## config.mk

```make
export PLATFORM = sky130hd
export DESIGN_NAME = atbus_width_res
export DESIGN_NICKNAME = d
export VERILOG_FILES = /design/src/rtl/awr_pkg.sv /design/src/rtl/awr_cycle_track.sv /design/src/rtl/awr_claim.sv /design/src/rtl/awr_sampler.sv /design/src/rtl/atbus_width_res.sv
export SDC_FILE = /design/constraint.sdc
export NUM_CORES = 1
export LEC_CHECK = 0
export ABC_AREA = 1
export BUFFER_PORTS_ARGS = -buffer_cell sky130_fd_sc_hd__clkbuf_2
export CAP_MARGIN = 20
export CORE_MARGIN = 2
export CORE_UTILIZATION = 32
export CTS_CLUSTER_DIAMETER = 200
export DETAILED_ROUTE_END_ITERATION = 8
export PLACE_DENSITY = 0.75
export SLEW_MARGIN = 20
export SYNTH_ARGS = -nofsm -noshare
export SYNTH_HDL_FRONTEND = slang
export SYNTH_SLANG_ARGS = --single-unit
```

## constraint.sdc

```tcl
create_clock -name bus_clk -period 1.1 [get_ports bus_clk]
set_input_delay 0.055 -clock bus_clk [delete_from_list [all_inputs] [get_ports bus_clk]]
set_output_delay 0.055 -clock bus_clk [all_outputs]
set_load 0.01 [all_outputs]
```

## src/rtl/awr_pkg.sv

```systemverilog
package awr_pkg;

  // Even-port address of the expanded-memory pair for a given location bit.
  function automatic logic [15:0] pair_even(input logic alt,
                                            input logic [15:0] base,
                                            input logic [15:0] step);
    return alt ? (base + step) : base;
  endfunction

  // True when the low 16 address bits hit either port of the pair.
  function automatic logic pair_hit(input logic [15:0] a16, input logic alt,
                                    input logic [15:0] base,
                                    input logic [15:0] step);
    logic [15:0] ev;
    ev = pair_even(alt, base, step);
    return a16[15:1] == ev[15:1];
  endfunction

  // Port pair answers 16-bit unless a word starts on the odd port.
  function automatic logic pair_claims(input logic hit, input logic word,
                                       input logic a0);
    return hit && (!word || !a0);
  endfunction

  // On-board memory answers 16-bit: wide ROM read or any DRAM access.
  function automatic logic mem_claims(input logic rom_hit, input logic rom16,
                                      input logic wr, input logic dram_hit);
    return (rom_hit && rom16 && !wr) || dram_hit;
  endfunction

endpackage

```

## src/rtl/awr_cycle_track.sv

```systemverilog
module awr_cycle_track (
  input  logic clk,
  input  logic rst_n,
  input  logic ale,
  input  logic cmd_act,
  output logic ale_rise,
  output logic ale_fall,
  output logic cmd_end,
  output logic cyc_win
);
  logic ale_q, cmd_q, open_q;

  always_ff @(posedge clk or negedge rst_n) begin
    if (!rst_n) begin
      ale_q  <= 1'b0;
      cmd_q  <= 1'b0;
      open_q <= 1'b0;
    end else begin
      ale_q <= ale;
      cmd_q <= cmd_act;
      if (ale && !ale_q)          open_q <= 1'b1;
      else if (cmd_q && !cmd_act) open_q <= 1'b0;
    end
  end

  assign ale_rise = ale && !ale_q;
  assign ale_fall = !ale && ale_q;
  assign cmd_end  = cmd_q && !cmd_act;
  assign cyc_win  = ale || (open_q && !cmd_end);
endmodule

```

## src/rtl/awr_claim.sv

```systemverilog
module awr_claim #(
  parameter int          ADDR_W   = 24,
  parameter logic [15:0] PAIR_BASE = 16'h0208,
  parameter logic [15:0] ALT_STEP  = 16'h0010
) (
  input  logic              cyc_win,
  input  logic              cyc_mem,
  input  logic              cyc_wr,
  input  logic [ADDR_W-1:0] addr,
  input  logic              word,
  input  logic              rom_hit,
  input  logic              dram_hit,
  input  logic              rom16,
  input  logic              alt,
  output logic              mem_oe,
  output logic              io_oe,
  output logic              hi_lane
);
  import awr_pkg::*;
  localparam int IO_W = 16;

  logic [IO_W-1:0] a16;
  logic            hit;

  assign a16     = addr[IO_W-1:0];
  assign hit     = pair_hit(a16, alt, PAIR_BASE, ALT_STEP);
  assign mem_oe  = cyc_win && cyc_mem && mem_claims(rom_hit, rom16, cyc_wr, dram_hit);
  assign io_oe   = cyc_win && !cyc_mem && pair_claims(hit, word, a16[0]);
  assign hi_lane = cyc_win && !cyc_mem && hit && a16[0];
endmodule

```

## src/rtl/awr_sampler.sv

```systemverilog
module awr_sampler (
  input  logic clk,
  input  logic rst_n,
  input  logic ale_rise,
  input  logic ale_fall,
  input  logic cyc_win,
  input  logic cyc_mem,
  input  logic io_cmd,
  input  logic mem_line_n,
  input  logic io_line_n,
  output logic mem_smp,
  output logic io_smp,
  output logic wide_q,
  output logic vld_q
);
  logic io_taken_q;

  assign mem_smp = ale_fall && cyc_mem;
  assign io_smp  = io_cmd && !cyc_mem && cyc_win && !ale_rise && !io_taken_q;

  always_ff @(posedge clk or negedge rst_n) begin
    if (!rst_n) begin
      wide_q     <= 1'b0;
      vld_q      <= 1'b0;
      io_taken_q <= 1'b0;
    end else if (ale_rise) begin
      wide_q     <= 1'b0;
      vld_q      <= 1'b0;
      io_taken_q <= 1'b0;
    end else if (mem_smp) begin
      wide_q <= !mem_line_n;
      vld_q  <= 1'b1;
    end else if (io_smp) begin
      wide_q     <= !io_line_n;
      vld_q      <= 1'b1;
      io_taken_q <= 1'b1;
    end
  end
endmodule

```

## src/rtl/atbus_width_res.sv

```systemverilog
module atbus_width_res #(
  parameter int          ADDR_W    = 24,
  parameter logic [15:0] PAIR_BASE = 16'h0208,
  parameter logic [15:0] ALT_STEP  = 16'h0010
) (
  input  logic              bus_clk,
  input  logic              rst_n,
  input  logic              ale_i,
  input  logic [ADDR_W-1:0] addr_i,
  input  logic              word_i,
  input  logic              cyc_mem_i,
  input  logic              cyc_wr_i,
  input  logic              memrd_n_i,
  input  logic              memwr_n_i,
  input  logic              iord_n_i,
  input  logic              iowr_n_i,
  input  logic              rom_hit_i,
  input  logic              dram_hit_i,
  input  logic              rom16_cfg_i,
  input  logic              ems_alt_i,
  input  logic              mem16_n_i,
  input  logic              io16_n_i,
  output logic              wide16_o,
  output logic              width_vld_o,
  output logic              mem16_oe_o,
  output logic              io16_oe_o,
  output logic              hi_lane_o
);
  // Named internal events, also observed by the bound checker.
  logic io_cmd, cmd_act;
  logic ale_rise, ale_fall, cmd_end, cyc_win;
  logic mem_smp, io_smp;

  assign io_cmd  = !iord_n_i || !iowr_n_i;
  assign cmd_act = io_cmd || !memrd_n_i || !memwr_n_i;

  awr_cycle_track u_trk (
    .clk(bus_clk), .rst_n(rst_n), .ale(ale_i), .cmd_act(cmd_act),
    .ale_rise(ale_rise), .ale_fall(ale_fall), .cmd_end(cmd_end),
    .cyc_win(cyc_win)
  );

  awr_claim #(.ADDR_W(ADDR_W), .PAIR_BASE(PAIR_BASE), .ALT_STEP(ALT_STEP)) u_clm (
    .cyc_win(cyc_win), .cyc_mem(cyc_mem_i), .cyc_wr(cyc_wr_i),
    .addr(addr_i), .word(word_i), .rom_hit(rom_hit_i),
    .dram_hit(dram_hit_i), .rom16(rom16_cfg_i), .alt(ems_alt_i),
    .mem_oe(mem16_oe_o), .io_oe(io16_oe_o), .hi_lane(hi_lane_o)
  );

  awr_sampler u_smp (
    .clk(bus_clk), .rst_n(rst_n), .ale_rise(ale_rise), .ale_fall(ale_fall),
    .cyc_win(cyc_win), .cyc_mem(cyc_mem_i), .io_cmd(io_cmd),
    .mem_line_n(mem16_n_i), .io_line_n(io16_n_i),
    .mem_smp(mem_smp), .io_smp(io_smp),
    .wide_q(wide16_o), .vld_q(width_vld_o)
  );
endmodule

```

# Word level (Yosys, flattened, before mapping)
# Cells that the tools add are included.
[word_totals]
elab_cells = 63
regBits = 6
input_bits = 40
out_inout_bits = 5
[op_classes]
n_mux = 11
reduce_logical = 44
eq_ne = 2
[op_table]
columns = ["operator", "n"]
rows = [
  ["1-bit logical AND", 18],
  ["1-bit zero test", 16],
  ["15-bit == test", 1],
  ["1-bit 2-to-1 mux", 10],
  ["1-bit logical OR", 6],
  ["5-bit 2-to-1 mux", 1],
  ["2-bit nonzero test", 2],
  ["3-bit nonzero test", 1],
  ["2-bit by 1-bit inequality test with 1-bit output, second input constant", 1],
  ["2-bit AND reduction", 1],
]

# Logic depth before layout (Yosys ltp)
[depth]
ltp_word = 15
depth_mapped = 9
depth_no_buf = 9

# Cells and area by module
# Synthesis repeated with hierarchy kept, for this count alone.
[unflattened]
hier_cells = 76
area_unflattened_um2 = 456.7
[modules_own_cells]
columns = ["mod", "n_inst", "area_per_inst_um2", "cells_each", "seq_area_each_um2"]
rows = [
  ["awr_sampler", 1, 170.2, 25, 75.1],
  ["awr_claim", 1, 141.4, 32, 0.0],
  ["awr_cycle_track", 1, 121.4, 14, 75.1],
  ["atbus_width_res", 1, 23.8, 5, 0.0],
]

# Worst setup path before layout
# Ideal clock, no wire load.
[synth_timing]
path_kind = "reg2reg"
startpoint = "register u_trk.ale_q"
endpoint = "register u_smp.vld_q"
setup_ns = 0.113
path_stages_with_launch = 7
path_slack_ns = 0.171
t_arrival_ns = 0.816
required_ns = 0.987
path_buffers = 0
synth_period_minus_slack_ns = 0.929
cell_sequence = "dfrtp_1 -> nand3_1 -> inv_1 -> nor2_1 -> nand3_2 -> nand2_1 -> inv_1"
[synth_between]
elab_chain_cells = 6
elab_cells_between_ends = 10
classes_between = "mux: 2; reduce/logical: 8"
[synth_rtl]
columns = ["element", "line_no", "text"]
rows = [
  ["start, declared", "awr_cycle_track.sv:11", "logic ale_q, cmd_q, open_q;"],
  ["start signal, assigned", "awr_cycle_track.sv:19", "ale_q <= ale;"],
  ["1-bit zero test", "awr_cycle_track.sv:26", "assign ale_rise = ale && !ale_q;"],
  ["1-bit logical AND", "awr_cycle_track.sv:26", ""],
  ["1-bit zero test", "awr_sampler.sv:19", "assign io_smp = io_cmd && !cyc_mem && cyc_win && !ale_rise && !io_taken_q;"],
  ["1-bit logical AND (2 in series)", "awr_sampler.sv:19", ""],
  ["3-bit nonzero test (no line)", "n/a", ""],
  ["end signal, assigned", "awr_sampler.sv:24", "vld_q <= 1'b0;"],
  ["end signal, assigned", "awr_sampler.sv:28", "vld_q <= 1'b0;"],
  ["end signal, assigned", "awr_sampler.sv:32", "vld_q <= 1'b1;"],
  ["end, declared", "awr_sampler.sv:14", "output logic vld_q"],
]
# Parallel ways exist; a longest one is shown, timed or not.
# A chain may end at the register's enable or synchronous reset.

# Worst setup path in the final report
[layout_timing]
startpoint = "register u_trk.cmd_q"
endpoint = "output port hi_lane_o"
[layout_between]
elab_chain_cells = 7
[layout_rtl]
columns = ["element", "line_no", "text"]
rows = [
  ["start, declared", "awr_cycle_track.sv:11", ""],
  ["start signal, assigned", "awr_cycle_track.sv:20", "cmd_q <= cmd_act;"],
  ["1-bit logical AND", "awr_cycle_track.sv:28", "assign cmd_end = cmd_q && !cmd_act;"],
  ["1-bit zero test", "awr_cycle_track.sv:29", "assign cyc_win = ale || (open_q && !cmd_end);"],
  ["1-bit logical AND", "awr_cycle_track.sv:29", ""],
  ["1-bit logical OR", "awr_cycle_track.sv:29", ""],
  ["1-bit logical AND (3 in series)", "awr_claim.sv:29", "assign hi_lane = cyc_win && !cyc_mem && hit && a16[0];"],
  ["end, declared", "atbus_width_res.sv:27", "output logic hi_lane_o"],
]
# Every way passes these cells.

==> results.rst <==
.. list-table::
   :header-rows: 1

   * - Metric
     - Value
   * - Status
     - finished with violations
   * - Violations in the final reports
     - setup timing
   * - Distinct cell type count after synthesis
     - 18
   * - Final weighted congestion in routability-driven placement
     - between 0.7 and 0.8
   * - Power after layout
     - 652 uW
   * - Final ANT Viol Nets
     - 0
   * - Minimum period implied by the final worst setup slack
     - ~1200 ps
   * - Startpoint kind of the worst setup timing path
     - flop
   * - Clock tree from TritonCTS
     - built
   * - Type of the tightest min-delay check
     - in -> reg
   * - Syn Nets
     - 99
   * - Max Slew Vio Count
     - 0
   * - Yosys synthesis warning count
     - 0
   * - CTS root buf
     - clkbuf_4
   * - Clk network pwr share
     - 31.0%
   * - Proportion of power drawn by flip-flops and latches
     - between 30% and 40%
   * - Leak Pwr
     - 0.000411 uW
   * - Non-filler instance count after layout
     - between 100 and 150
   * - Die Ht
     - approximately 40 um
   * - Sequential share of the synthesized area
     - 36.1%
   * - Nature of the critical path endpoint
     - output port
   * - Worst-path maximum fanout
     - 3
   * - Dpl hpwl
     - ~830 um
   * - Antenna cell count
     - 0
   * - Critical Setup Path Class
     - reg -> out
   * - Via-to-Cell Ratio
     - about 4.3
   * - Placement row count
     - 12
   * - Synthesis-to-layout area growth
     - 62.0%
   * - Pin count of the biggest net entering global routing
     - 7
   * - Number of input and output port buffers inserted
     - 36
   * - Maximum resistive drop on vdd
     - ~0.64 mV
   * - Final routed DRC violation total
     - 0
   * - Layout cells sized above 1
     - slightly below 50%
   * - Horizontal extent of the die
     - approximately 40 um
   * - Area of the placeable core
     - approximately 1200 um^2
   * - Period utilisation layout
     - 105%
   * - Pin slew with the least headroom to its limit
     - between 200 and 300 ps
   * - P_sw
     - 182 uW
   * - Required time reported for the critical path endpoint
     - between 1000 and 1500 ps
   * - Register Area
     - roughly 150 um^2
   * - GR Util All Layers
     - between 10% and 20%
   * - Total routed wirelength
     - 975 um
   * - Initial antenna violation count
     - 0
   * - Switching part of the total
     - ~28%
   * - Design internal power
     - between 400 and 500 uW
   * - Cell count after synthesis
     - 59
   * - Sinks on the clock net
     - 6
   * - Worst-case clock buffer depth
     - 2
   * - Effective utilization at floorplan
     - a little over a third
   * - Clock slew at the register clock pins of the worst setup and hold paths
     - 40 ps
   * - Mean instance size in the synthesized netlist
     - 7.04 um^2
   * - Power density over cell area
     - approximately 970 nW/um^2
   * - Unrepaired setup endpoints after global routing
     - yes
   * - Setup Skew
     - about 1.4 ps
   * - Total I/O pin count
     - 45
   * - Highest Clock Rate
     - around 860 MHz
   * - Sum Neg Setup Slack
     - -116 ps
   * - Global-route wire length before repair
     - roughly 1400 um
   * - Footprint of the multi-input gates
     - between 200 and 250 um^2
   * - Final hold viol count
     - 0
   * - Global route total overflow
     - 0
   * - Number of H-tree levels
     - 1
   * - Count of nets after finishing
     - between 100 and 150
   * - First-pass iteration count of the detailed router
     - 4
   * - TritonCTS Buffers
     - 3
   * - Worst slew margin relative to its limit
     - around 82%
   * - Combinational Power Share
     - 29.1%
   * - Signal arrival time at the worst endpoint
     - 1110 ps
   * - Total via count in the routed design
     - between 400 and 500
   * - Cell area after synthesis
     - ~420 um^2
   * - Final number of setup-violating endpoints
     - 2
   * - Initial DRC Count
     - 3
   * - WHS
     - around 63 ps
   * - Cell count after placement
     - 109
   * - Area of the die
     - ~1600 um^2
   * - Later-pin clock latency in the skew report
     - roughly 240 ps
   * - Filler Cells Inserted
     - approximately 120
   * - Dpl ws
     - 73.6 ps
   * - Routed wire length per instance
     - 8.41 um
   * - PnR worst setup slack
     - -60.5 ps
   * - Max cap viols
     - 0
   * - Number of global-route vias before repair
     - 393
   * - #FFs+latches synth
     - 6
-- worst paths after layout --
path | from | cells past startpoint | endpoint | slack [ps]
min in group asynchronous | rst_n | 2 | u_smp.wide_q | 170
max in group asynchronous | rst_n | 2 | u_trk.cmd_q | 780
worst min register to register | u_smp.wide_q | 2 | u_smp.wide_q | 510
worst min-delay path | memrd_n_i | 4 | u_trk.cmd_q | 60
worst max-delay path | u_trk.cmd_q | 6 | hi_lane_o | -60
worst max register to register | u_trk.open_q | 7 | u_smp.wide_q | 120
-- cell type report --
| cell class | count | share of cell area (%) |
|---|---|---|
| inverters | 12 | 6.69 |
| well taps | 14 | 2.60 |
| repair buffers | 40 | 32.0 |
| flip-flops and latches | 6 | 22.3 |
| multi-input cells | 41 | 33.1 |
| clock buffers | 3 | 3.35 |
-- Yosys cell counts --
cell,count,area (um^2)
inv_1,11,41.3
inv_2,1,3.75
and2_1,1,6.26
o21ai_0,1,5.00
nand3_4,1,17.5
a31oi_1,1,6.26
nand3_2,1,10.0
nand3b_1,2,15.0
dfrtp_1,6,150
nand3_1,2,10.0
nor2_2,1,6.26
a21oi_1,3,15.0
nand2_4,2,22.5
nor2_1,11,41.3
nor3b_1,1,7.51
nand2_2,1,6.26
nand2_1,12,45.0
nand4_1,1,6.26
-- cell families (layout without fill, tap and decap cells) --
logic type	Yosys count	count (layout)	share of synthesized area [%]
simple gates	36	36	46.7
buf+inv	12	55	10.8
compound gates	5	5	6.32
flops	6	6	36.1
-- what timing repair did --
item,CTS,global route
setup buffers,1,1
setup endpoints to repair,3,4
resized for setup,0,4
hold endpoints to repair,7,0
hold buffers,2,0
pin swaps,4,2
-- cells in the final DEF, fill, tap and decap left out --
| cell type | instances |
|---|---|
| a21oi_1 | 3 |
| a31oi_1 | 1 |
| and2_1 | 1 |
| buf_2 | 3 |
| buf_4 | 2 |
| clkbuf_2 | 33 |
| clkbuf_4 | 3 |
| dfrtp_1 | 6 |
| dlygate4sd3_1 | 2 |
| inv_1 | 11 |
| inv_2 | 1 |
| nand2_1 | 12 |
| nand2_2 | 1 |
| nand2_4 | 2 |
| nand3_1 | 2 |
| nand3_2 | 1 |
| nand3_4 | 1 |
| nand3b_1 | 2 |
| nand4_1 | 1 |
| nor2_1 | 10 |
| nor2_2 | 2 |
| nor3b_1 | 1 |
| o21ai_0 | 1 |
-- sequential cells by signal, summed over array words and instances (netlist names) --
register,cells
u_smp.io_taken_q,1
u_trk.cmd_q,1
u_smp.vld_q,1
u_trk.open_q,1
u_smp.wide_q,1
u_trk.ale_q,1
-- critical path: stages, from the launching register on --
cell and delay [ps]:
dfrtp_1 360, nand2_2 70, nand2_4 50, nand2_4 60, nand4_1 90, nor2_1 100
buf_2 130
-- metrics by stage --
step	utilization [%]	cell area, um^2
floorplan	-	415
global placement	53.0	613
finish	58.2	673
global route	58.2	673
detailed placement	53.0	613
CTS	57.4	663
-- layer usage --
| metal | up-vias | global-route usage [%] | wire length (um) |
|---|---|---|---|
| met3 | 3 | 3.33 | 108 |
| met1 | 199 | 16.3 | 402 |
| met5 | - | 0 | 0 |
| met4 | 0 | 10.3 | 17 |
| met2 | 25 | 20.2 | 447 |
| li1 | 266 | - | - |
-- power groups by stage --
stage | Clock [uW] | Sequential, uW | Combinational [uW]
finish | 202 | 260 | 190
global route | 220 | 262 | 217
CTS | 213 | 260 | 186
detailed placement | 0 | 263 | 174
global placement | 0 | 262 | 172
floorplan | 0 | 267 | 85.9
No activity file was read; power rests on OpenSTA's default activity.
